$ cat src/rtl/pport_pkg.sv
`timescale 1ns/1ps
package pport_pkg;
   localparam int BUS_W         = 8;
   localparam int CTRL_EN_BIT   = 0;
   localparam int CTRL_EDGE_BIT = 1;
   localparam int CTRL_SEL_BIT  = 2;
   localparam int CTRL_FLAG_BIT = 7;
   localparam logic ADDR_PORT   = 1'b0;
   localparam logic ADDR_CTRL   = 1'b1;

   typedef struct packed {
      logic sel_data;
      logic rise_edge;
      logic irq_en;
   } ctrl_t;
endpackage

$ cat src/rtl/pport_sync_edge.sv
`timescale 1ns/1ps
module pport_sync_edge #(
   parameter int STAGES = 2
) (
   input  logic clk,
   input  logic rst_n,
   input  logic async_in,
   input  logic rise_sel,
   output logic edge_hit
);
   localparam int LAST = STAGES - 1;

   logic [STAGES-1:0] chain_q;
   logic              prev_q;
   logic              synced;

   generate
      if (STAGES < 2) begin : g_bad_depth
         $error("pport_sync_edge: STAGES must be at least 2");
      end
   endgenerate

   always_ff @(posedge clk or negedge rst_n) begin
      if (!rst_n) begin
         chain_q <= '0;
         prev_q  <= 1'b0;
      end else begin
         chain_q <= {chain_q[LAST-1:0], async_in};
         prev_q  <= chain_q[LAST];
      end
   end

   assign synced = chain_q[LAST];

   always_comb begin
      if (rise_sel) edge_hit = synced & ~prev_q;
      else          edge_hit = ~synced & prev_q;
   end
endmodule

$ cat src/rtl/pport_pin_slice.sv
`timescale 1ns/1ps
module pport_pin_slice (
   input  logic dir_bit,
   input  logic latch_bit,
   input  logic pad_bit,
   output logic oe_bit,
   output logic drive_bit,
   output logic read_bit
);
   assign oe_bit    = dir_bit;
   assign drive_bit = latch_bit;
   assign read_bit  = dir_bit ? latch_bit : pad_bit;
endmodule

$ cat src/rtl/pport_edge_irq.sv
`timescale 1ns/1ps
module pport_edge_irq
   import pport_pkg::*;
#(
   parameter int DATA_W      = 8,
   parameter int SYNC_STAGES = 2
) (
   input  logic             clk,
   input  logic             rst_n,
   input  logic             bus_addr,
   input  logic             bus_rd,
   input  logic             bus_wr,
   input  logic [BUS_W-1:0] bus_wdata,
   output logic [BUS_W-1:0] bus_rdata,
   input  logic [BUS_W-1:0] pin_in,
   output logic [BUS_W-1:0] pin_out,
   output logic [BUS_W-1:0] pin_oe,
   input  logic             ctl_in,
   output logic             irq_n
);
   localparam int PAD_W = BUS_W - DATA_W;

   generate
      if (DATA_W < 1 || DATA_W > BUS_W) begin : g_bad_width
         $error("pport_edge_irq: DATA_W must be 1..8");
      end
   endgenerate

   logic [DATA_W-1:0] ddr_q;
   logic [DATA_W-1:0] lat_q;
   logic [DATA_W-1:0] oe_w, drv_w, rd_w;
   ctrl_t             ctrl_q;
   logic              flag_q;
   logic              edge_hit;
   logic              sel_q, en_q;
   logic              wr_port, wr_ctrl, clear_rd;

   assign sel_q = ctrl_q.sel_data;
   assign en_q  = ctrl_q.irq_en;

   assign wr_port  = bus_wr && (bus_addr == ADDR_PORT);
   assign wr_ctrl  = bus_wr && (bus_addr == ADDR_CTRL);
   assign clear_rd = bus_rd && (bus_addr == ADDR_PORT) && sel_q;

   // Register file behind the shared port address
   always_ff @(posedge clk or negedge rst_n) begin
      if (!rst_n) begin
         ddr_q  <= '0;
         lat_q  <= '0;
         ctrl_q <= '0;
      end else begin
         if (wr_port) begin
            if (sel_q) lat_q <= bus_wdata[DATA_W-1:0];
            else       ddr_q <= bus_wdata[DATA_W-1:0];
         end
         if (wr_ctrl) begin
            ctrl_q.irq_en    <= bus_wdata[CTRL_EN_BIT];
            ctrl_q.rise_edge <= bus_wdata[CTRL_EDGE_BIT];
            ctrl_q.sel_data  <= bus_wdata[CTRL_SEL_BIT];
         end
      end
   end

   pport_sync_edge #(.STAGES(SYNC_STAGES)) u_sync (
      .clk      (clk),
      .rst_n    (rst_n),
      .async_in (ctl_in),
      .rise_sel (ctrl_q.rise_edge),
      .edge_hit (edge_hit)
   );

   // Edge beats clear so a request landing during service is kept
   always_ff @(posedge clk or negedge rst_n) begin
      if (!rst_n)        flag_q <= 1'b0;
      else if (edge_hit) flag_q <= 1'b1;
      else if (clear_rd) flag_q <= 1'b0;
   end

   assign irq_n = ~(flag_q & en_q);

   generate
      for (genvar i = 0; i < DATA_W; i++) begin : g_pin
         pport_pin_slice u_slice (
            .dir_bit   (ddr_q[i]),
            .latch_bit (lat_q[i]),
            .pad_bit   (pin_in[i]),
            .oe_bit    (oe_w[i]),
            .drive_bit (drv_w[i]),
            .read_bit  (rd_w[i])
         );
      end
      if (PAD_W > 0) begin : g_pad
         assign pin_oe  = {{PAD_W{1'b0}}, oe_w};
         assign pin_out = {{PAD_W{1'b0}}, drv_w};
      end else begin : g_full
         assign pin_oe  = oe_w;
         assign pin_out = drv_w;
      end
   endgenerate

   always_comb begin
      bus_rdata = '0;
      if (bus_addr == ADDR_CTRL) begin
         bus_rdata[CTRL_EN_BIT]   = ctrl_q.irq_en;
         bus_rdata[CTRL_EDGE_BIT] = ctrl_q.rise_edge;
         bus_rdata[CTRL_SEL_BIT]  = ctrl_q.sel_data;
         bus_rdata[CTRL_FLAG_BIT] = flag_q;
      end else if (sel_q) begin
         bus_rdata[DATA_W-1:0] = rd_w;
      end else begin
         bus_rdata[DATA_W-1:0] = ddr_q;
      end
   end
endmodule

$ cat config.mk
export PLATFORM = sky130hd
export DESIGN_NAME = pport_edge_irq
export DESIGN_NICKNAME = d
export VERILOG_FILES = /design/src/rtl/pport_pkg.sv /design/src/rtl/pport_sync_edge.sv /design/src/rtl/pport_pin_slice.sv /design/src/rtl/pport_edge_irq.sv
export SDC_FILE = /design/constraint.sdc
export NUM_CORES = 1
export LEC_CHECK = 0
export BUFFER_PORTS_ARGS = -buffer_cell sky130_fd_sc_hd__buf_2
export CAP_MARGIN = 20
export CORE_MARGIN = 4
export CORE_UTILIZATION = 47
export CTS_CLUSTER_SIZE = 40
export DETAILED_ROUTE_END_ITERATION = 12
export PLACE_DENSITY = 0.83
export SLEW_MARGIN = 20
export SYNTH_ARGS = -nofsm -noshare
export SYNTH_HDL_FRONTEND = slang
export SYNTH_SLANG_ARGS = --single-unit
$ cat constraint.sdc
create_clock -name clk -period 1.8 [get_ports clk]
set_input_delay 0.36 -clock clk [delete_from_list [all_inputs] [get_ports clk]]
set_output_delay 0.36 -clock clk [all_outputs]
set_load 0.02 [all_outputs]
==> results.yml, run 1 <==
run_status:
  violations: "hold timing"
  run_status: "complete, but fails checks"
sta:
  worst_hold_slack_ps: -11.0
  setup_repair_after_global_routing_missed_its_margin: "true"
  post-route-min-period_ps: 1750
  setup_viol_count_final: 0
  final.period_utilization_pct: 97.3
  fin_worst_skew_ps: 5.42
  final-max-slew-violation-count: 0
  worst-slew-pin-transition_ps: 498
  worst_slew_margin_rel_pct: 66.8
  final_hold_viol_count: 14
  fmax_ghz: 0.571
clock_tree:
  clkSinkCount: 23
  clock_path_buffers: 2
  tritoncts: "built"
  worstSkewPairLatency_ps: 310
  cts_buffers: 3
  clock_transition_at_path_regs_ps: 130
  clock_tree.root_cell: "clkbuf_4"
  ctsHtreeMaxLevel: 1
layout:
  layout_common_cells: "buf_2 (45), dfrtp_1 (22), mux2_2 (18), a21oi_1 (8), nand2_1 (7)"
  n_antenna_cell: 0
  drive_gt1_share_pct: 58.8
  fillCellCount: 204
  areaGrowthSynthToFinish_pct: 19.9
  final_nets: 159
  final_area_sq_um: 1390
  final_common_cell: "buf_2"
global_routing:
  grt_pass1_wl_microns: 3990
  globalRouteOverflowTotal: 0
  grt_util_all_layers_pct: 15.3
  first_global_vias: 886
  number_of_antenna_violations_at_the_first_check_in_global_routing: 0
  grt_start_max_net_pins: 24
die:
  dieArea_sq_um: 3320
  row_count: 17
  floorplan.die.width_microns: 57.6
  floorplan.io_pins: 47
  initial_util_pct: 50.8
  core-area_sq_um: 2280
  die_h_microns: 57.6
routing:
  first_pass_iters: 4
  route.antenna.remaining_nets: 0
  wl_microns: 2540
  wire_length_per_cell_after_detailed_routing_microns: 15.5
  drt-initial-drc-count: 2
  via_count: 857
  detail_route.drc_violations: 0
  post_drt_via_cell_ratio: 5.23
worst_setup_path:
  critical_path_required_ps: 1440
  launch_instance_of_the_worst_register_to_register_path: "sel_q"
  crit_path_launch_type: "flop"
  timing.critical_path.arrival_ps: 1390
  critical_path_startpoint: "sel_q"
  critPathCaptureType: "output pin"
  peak_fanout_along_the_critical_path: 6
  critPathKind: "flop to output pin"
power:
  clockPowerShare_pct: 14.7
  p_total_mw: 1.63
  total_leakage_power_nw: 0.663
  power_frac_comb_pct: 40.2
  power_density_over_the_cells_nw_per_um2: 1180
  netSwitchingFraction_pct: 38.4
  p_seq_share_pct: 45.1
  p_sw_mw: 0.626
  vdd.ir_drop.worst_mv: 0.797
  internal_power_mw: 1.00
placement:
  number_of_input_and_output_port_buffers_inserted: 46
  dpl_cell_area_sq_um: 1310
  half_perimeter_wire_length_after_placement_microns: 1870
  gp_routability_congestion: 0.696
worst_hold_path:
  timing.hold.worst.class: "primary input to asynchronous set/reset pin"
yosys:
  syn_area_per_cell_sq_um: 11.6
  yosys_warnings: 0
  ys_seq_elements: 23
  synth_sequential_area_ratio_pct: 49.8
  synthesis.area_sq_um: 1160
  yosys.cell_types.count: 17
  syn_nets: 122
  synthesis.instances: 100
flow_run:
  max-cap-violations: 0
-- Yosys cell counts --
| cell type | n | area share, % |
|---|---|---|
| clkbuf_1 | 1 | 0.32 |
| mux2_2 | 18 | 18 |
| o31ai_1 | 3 | 1.9 |
| nand2_1 | 7 | 2.3 |
| nor2_1 | 2 | 0.65 |
| inv_1 | 2 | 0.65 |
| nand3b_2 | 1 | 0.97 |
| buf_4 | 17 | 11 |
| o21ai_0 | 6 | 2.6 |
| nand2b_1 | 1 | 0.54 |
| dfrtp_1 | 23 | 50 |
| a221o_1 | 1 | 0.87 |
| nor3b_1 | 3 | 1.9 |
| a21oi_1 | 8 | 3.5 |
| nand3b_1 | 5 | 3.2 |
| nor3b_4 | 1 | 1.6 |
| o22ai_1 | 1 | 0.54 |
-- layout make-up --
type	instances	area [sq um]	area share [%]
sequential	23	577	41.6
timing repair buffer	50	270	19.5
multi-input combinational	57	464	33.5
tap	28	35.0	2.53
clock inverter	1	5.00	0.361
clock buffer	3	22.5	1.62
inverter	2	12.5	0.903
-- worst paths after layout --
| path | end | slack, ps | depth (start not counted) |
|---|---|---|---|
| worst max register to register | ddr_q[7] | 270 | 3 |
| worst min register to register | u_sync.chain_q[1] | 370 | 0 |
| min in group clk | u_sync.chain_q[0] | 140 | 1 |
| worst min-delay path | u_sync.chain_q[0] | -10 | 1 |
| max in group asynchronous | sel_q | 1440 | 1 |
| worst max-delay path | bus_rdata[1] | 50 | 4 |
-- routing by layer --
| metal | GRT usage [%] | vias to the layer above | share of wire (%) |
|---|---|---|---|
| li1 | - | 410 | - |
| met1 | 20.3 | 420 | 44 |
| met2 | 25.5 | 27 | 52 |
| met3 | 2.04 | 0 | 4.8 |
| met4 | 4.97 | 0 | 0 |
| met5 | 0 | - | 0 |
-- stage by stage --
stage / setup slack, ps / hold slack, ps / setup TNS [ps] / utilization, % / cells
after floorplan: 218 / 64.4 / 0 / - / 100
after global placement: 297 / 333 / 0 / 57.3 / 158
after detailed placement: 262 / 338 / 0 / 57.3 / 158
after CTS: 29.8 / 2.05 / 0 / 58.5 / 162
after global routing: -6.92 / 17.4 / -9.44 / 60.9 / 164
final: 48.1 / -11.0 / 0 / 60.9 / 164
-- power groups by stage --
stage          combinational [mW]  clock [mW]  sequential (mW)
3_3_place_gp                0.616           0            0.728
2_1_floorplan               0.551           0            0.714
5_1_grt                     0.704       0.263            0.755
4_1_cts                     0.629       0.242            0.730
6_report                    0.655       0.240            0.735
3_5_place_dp                0.626           0            0.740
-- cells by family (layout without fill, tap and decap cells) --
family | after synthesis | in the layout | share of synthesized area, %
flops | 23 | 23 | 49.8
simple gates | 20 | 20 | 11.3
buf+inv | 20 | 56 | 12.0
compound gates | 19 | 19 | 9.42
mux | 18 | 18 | 17.5
-- worst max-delay path, stage by stage, from the launching register on --
cell and delay (ps):
dfrtp_2 440, buf_6 140, a21oi_1 60, o31ai_1 240, buf_2 210
-- what timing repair did --
item                       CTS  global route
pin swaps                    0             3
hold buffers                 0             0
gates resized for setup      1            11
setup endpoints to repair    3             4
cloned                       0             0
buffers inserted             0             2
-- state kept, by name, summed over array words and instances (netlist names) --
| register | cells |
|---|---|
| ddr_q | 8 |
| ctrl_q | 1 |
| sel_q | 1 |
| flag_q | 1 |
| u_sync.chain_q | 2 |
| u_sync.prev_q | 1 |
| en_q | 1 |
| lat_q | 8 |
Power figures use the tool's default switching activity.
==> inputs of run 2 (changes only) <==
--- a/config.mk
+++ b/config.mk
@@ -8,11 +8,12 @@
 export BUFFER_PORTS_ARGS = -buffer_cell sky130_fd_sc_hd__buf_2
 export CAP_MARGIN = 20
 export CORE_MARGIN = 4
-export CORE_UTILIZATION = 47
+export CORE_UTILIZATION = 48
 export CTS_CLUSTER_SIZE = 40
 export DETAILED_ROUTE_END_ITERATION = 12
 export PLACE_DENSITY = 0.83
 export SLEW_MARGIN = 20
 export SYNTH_ARGS = -nofsm -noshare
 export SYNTH_HDL_FRONTEND = slang
+export SYNTH_HIERARCHICAL = 1
 export SYNTH_SLANG_ARGS = --single-unit
==> run 2 against run 1 <==
- the run still ends with hold timing left
- first-iteration DRC count rose to 15 times the previous value
- sequential cell count unchanged
- worst hold slack improved by 7.7 ps
- critical path depth is the same
- clock skew increased by 5.4 ps
- synthesized area rose by 7.8%
- clock-buffer cell count rose by 1
- largest cell class unchanged
- setup slack worse by 40 ps
==> results.yml, run 2 <==
layout:
  largest_registers_ranked_by_flip_flop_count: "ddr_q x8, lat_q x8, u_sync/chain_q x2"
  drive_gt1_share_pct: 64.0
  n_antenna_cell: 0
  final_nets: 159
  final_area_sq_um: 1470
  final_common_cell: "buf_2"
  post_layout_nonfiller_instances: 166
  postLayoutCoreUtil_pct: 59.2
  fillCellCount: 212
  areaGrowthSynthToFinish_pct: 17.8
  layout_common_cells: "buf_2 (43), dfrtp_1 (22), mux2_2 (19), buf_4 (10), mux2_4 (8)"
sta:
  setup_repair_after_global_routing_missed_its_margin: "true"
  fmax_ghz: 0.558
  worst_slew_margin_rel_pct: 66.7
  post-route-min-period_ps: 1790
  final_hold_viol_count: 12
  final-max-slew-violation-count: 0
  worst-slew-pin-transition_ps: 499
  worst_hold_slack_ps: -3.29
  final.period_utilization_pct: 99.5
  fin_worst_skew_ps: 10.8
  setup_viol_count_final: 0
routing:
  post_drt_via_cell_ratio: 5.03
  detail_route.drc_violations: 0
  via_count: 835
  wire_length_per_cell_after_detailed_routing_microns: 14.3
  wl_microns: 2370
  first_pass_iters: 4
  route.antenna.remaining_nets: 0
  drt-initial-drc-count: 30
worst_setup_path:
  cp_cell_sequence: "mux2_4, mux2i_1, o21ai_0, buf_2"
  critPathKind: "flop to output pin"
  peak_fanout_along_the_critical_path: 4
  count_of_buffer_and_inverter_cells_on_the_critical_path: 1
  timing.critical_path.slowest_stage_cell: "dfrtp_1"
  crit_family: "flip-flops"
  timing.critical_path.arrival_ps: 1430
  critical_path_required_ps: 1440
  critical-path-max-stage-delay_ps: 440
  critPathCaptureType: "output pin"
  crit_path_launch_type: "flop"
clock_tree:
  clock_path_buffers: 2
  cts_hold_repair.buffers: 0
  tritoncts: "built"
  worstSkewPairLatency_ps: 310
  clock_tree.root_cell: "clkbuf_4"
  clock_transition_at_path_regs_ps: 130
  clkSinkCount: 23
  ctsHtreeMaxLevel: 1
  cts_buffers: 3
placement:
  number_of_input_and_output_port_buffers_inserted: 46
  half_perimeter_wire_length_after_placement_microns: 1790
  dpl_cell_area_sq_um: 1400
  gp_routability_congestion: 0.730
  numPlacedInstances: 157
worst_hold_path:
  timing.hold.worst.class: "primary input to asynchronous set/reset pin"
global_routing:
  grt_pass1_wl_microns: 3800
  grt_util_all_layers_pct: 14.5
  number_of_antenna_violations_at_the_first_check_in_global_routing: 0
  globalRouteOverflowTotal: 0
  first_global_vias: 877
  grt_start_max_net_pins: 24
power:
  power_density_over_the_cells_nw_per_um2: 1190
  vdd.ir_drop.worst_mv: 0.542
  p_total_mw: 1.74
  total_leakage_power_nw: 0.741
flow_run:
  max-cap-violations: 0
yosys:
  syn_area_per_cell_sq_um: 12.7
  synth.cells.most_frequent: "dfrtp_1 (23), mux2_2 (19), buf_4 (16)"
  synthesis.instances: 98
  synthesis.area_sq_um: 1250
  syn_nets: 120
  synth.top_cells.by_area: "dfrtp_1 (46%), mux2_2 (17%), buf_4 (9.6%)"
  synthFlopType: "dfrtp_1"
  yosys_warnings: 6
  synth_sequential_area_ratio_pct: 46.2
  synth-edff-count: 0
  synth_most_common_cell: "dfrtp_1"
  ys_seq_elements: 23
  synth_largest_area_cell: "dfrtp_1"
  synth-async-reset-ratio_pct: 100
  portion_of_synthesized_cell_area_occupied_by_the_leading_cell_type_pct: 46.2
  yosys.cell_types.count: 17
die:
  floorplan.io_pins: 47
  die_h_microns: 59.0
  row_count: 18
  core-area_sq_um: 2480
  floorplan.die.width_microns: 59.0
  dieArea_sq_um: 3480
  initial_util_pct: 50.3
run_status:
  violations: "hold timing"
  run_status: "complete, but fails checks"
[run 2: power breakdown]
| group | internal (mW) | total (mW) | switching (mW) |
|---|---|---|---|
| Sequential | 0.636 | 0.740 | 0.104 |
| Combinational | 0.390 | 0.769 | 0.379 |
| Clock | 0.0864 | 0.234 | 0.148 |
| Total | 1.11 | 1.74 | 0.631 |
[run 2: kinds of logic (layout without fill, tap and decap cells)]
logic type             Yosys count  in the layout  share of synthesized area [%]
multiplexers                    34             34                           32.4
flip-flops                      23             23                           46.2
buffers and inverters           19             57                           10.7
AND/OR/NAND/NOR                 15             15                           7.33
AO/OA/AOI/OAI                    7              7                           3.31
[run 2: worst paths after layout]
kind                                endpoint  cells after the start  slack (ps)              start
max                             bus_rdata[0]                      4           8           ddr_q[0]
max in group asynchronous              sel_q                      1        1430              rst_n
max reg2reg                         ddr_q[1]                      2         370              sel_q
min                                 lat_q[3]                      1          -3              rst_n
min in group clk           u_sync/chain_q[0]                      1         160             ctl_in
min reg2reg                u_sync/chain_q[1]                      0         370  u_sync/chain_q[0]
[run 2: what timing repair did]
| item | 4_1_cts | 5_1_grt |
|---|---|---|
| pin swaps | 0 | 2 |
| resized for setup | 1 | 5 |
| setup buffers | 1 | 4 |
| setup endpoints to repair | 3 | 8 |
| hold endpoints to repair | 0 | 0 |
[run 2: layout make-up]
cell class | count | area, sq um | share of cell area (%)
tap | 30 | 37.5 | 2.56
sequential | 23 | 577 | 39.3
multi-input combinational | 56 | 537 | 36.6
clock buffer | 4 | 26.3 | 1.79
timing repair buffer | 53 | 290 | 19.8
[run 2: through the flow]
step	setup slack [ps]	TNS, ps
finish	8.20	0
global route	-85.0	-426
CTS	0.334	0
detailed placement	258	0
global placement	311	0
floorplan	156	0
[run 2: layer usage]
layer	track usage [%]	up-vias	wire (microns)
met4	8.09	0	23
met5	0	-	0
met3	2.85	2	154
met2	24.1	29	1200
li1	-	405	-
met1	17.4	399	985
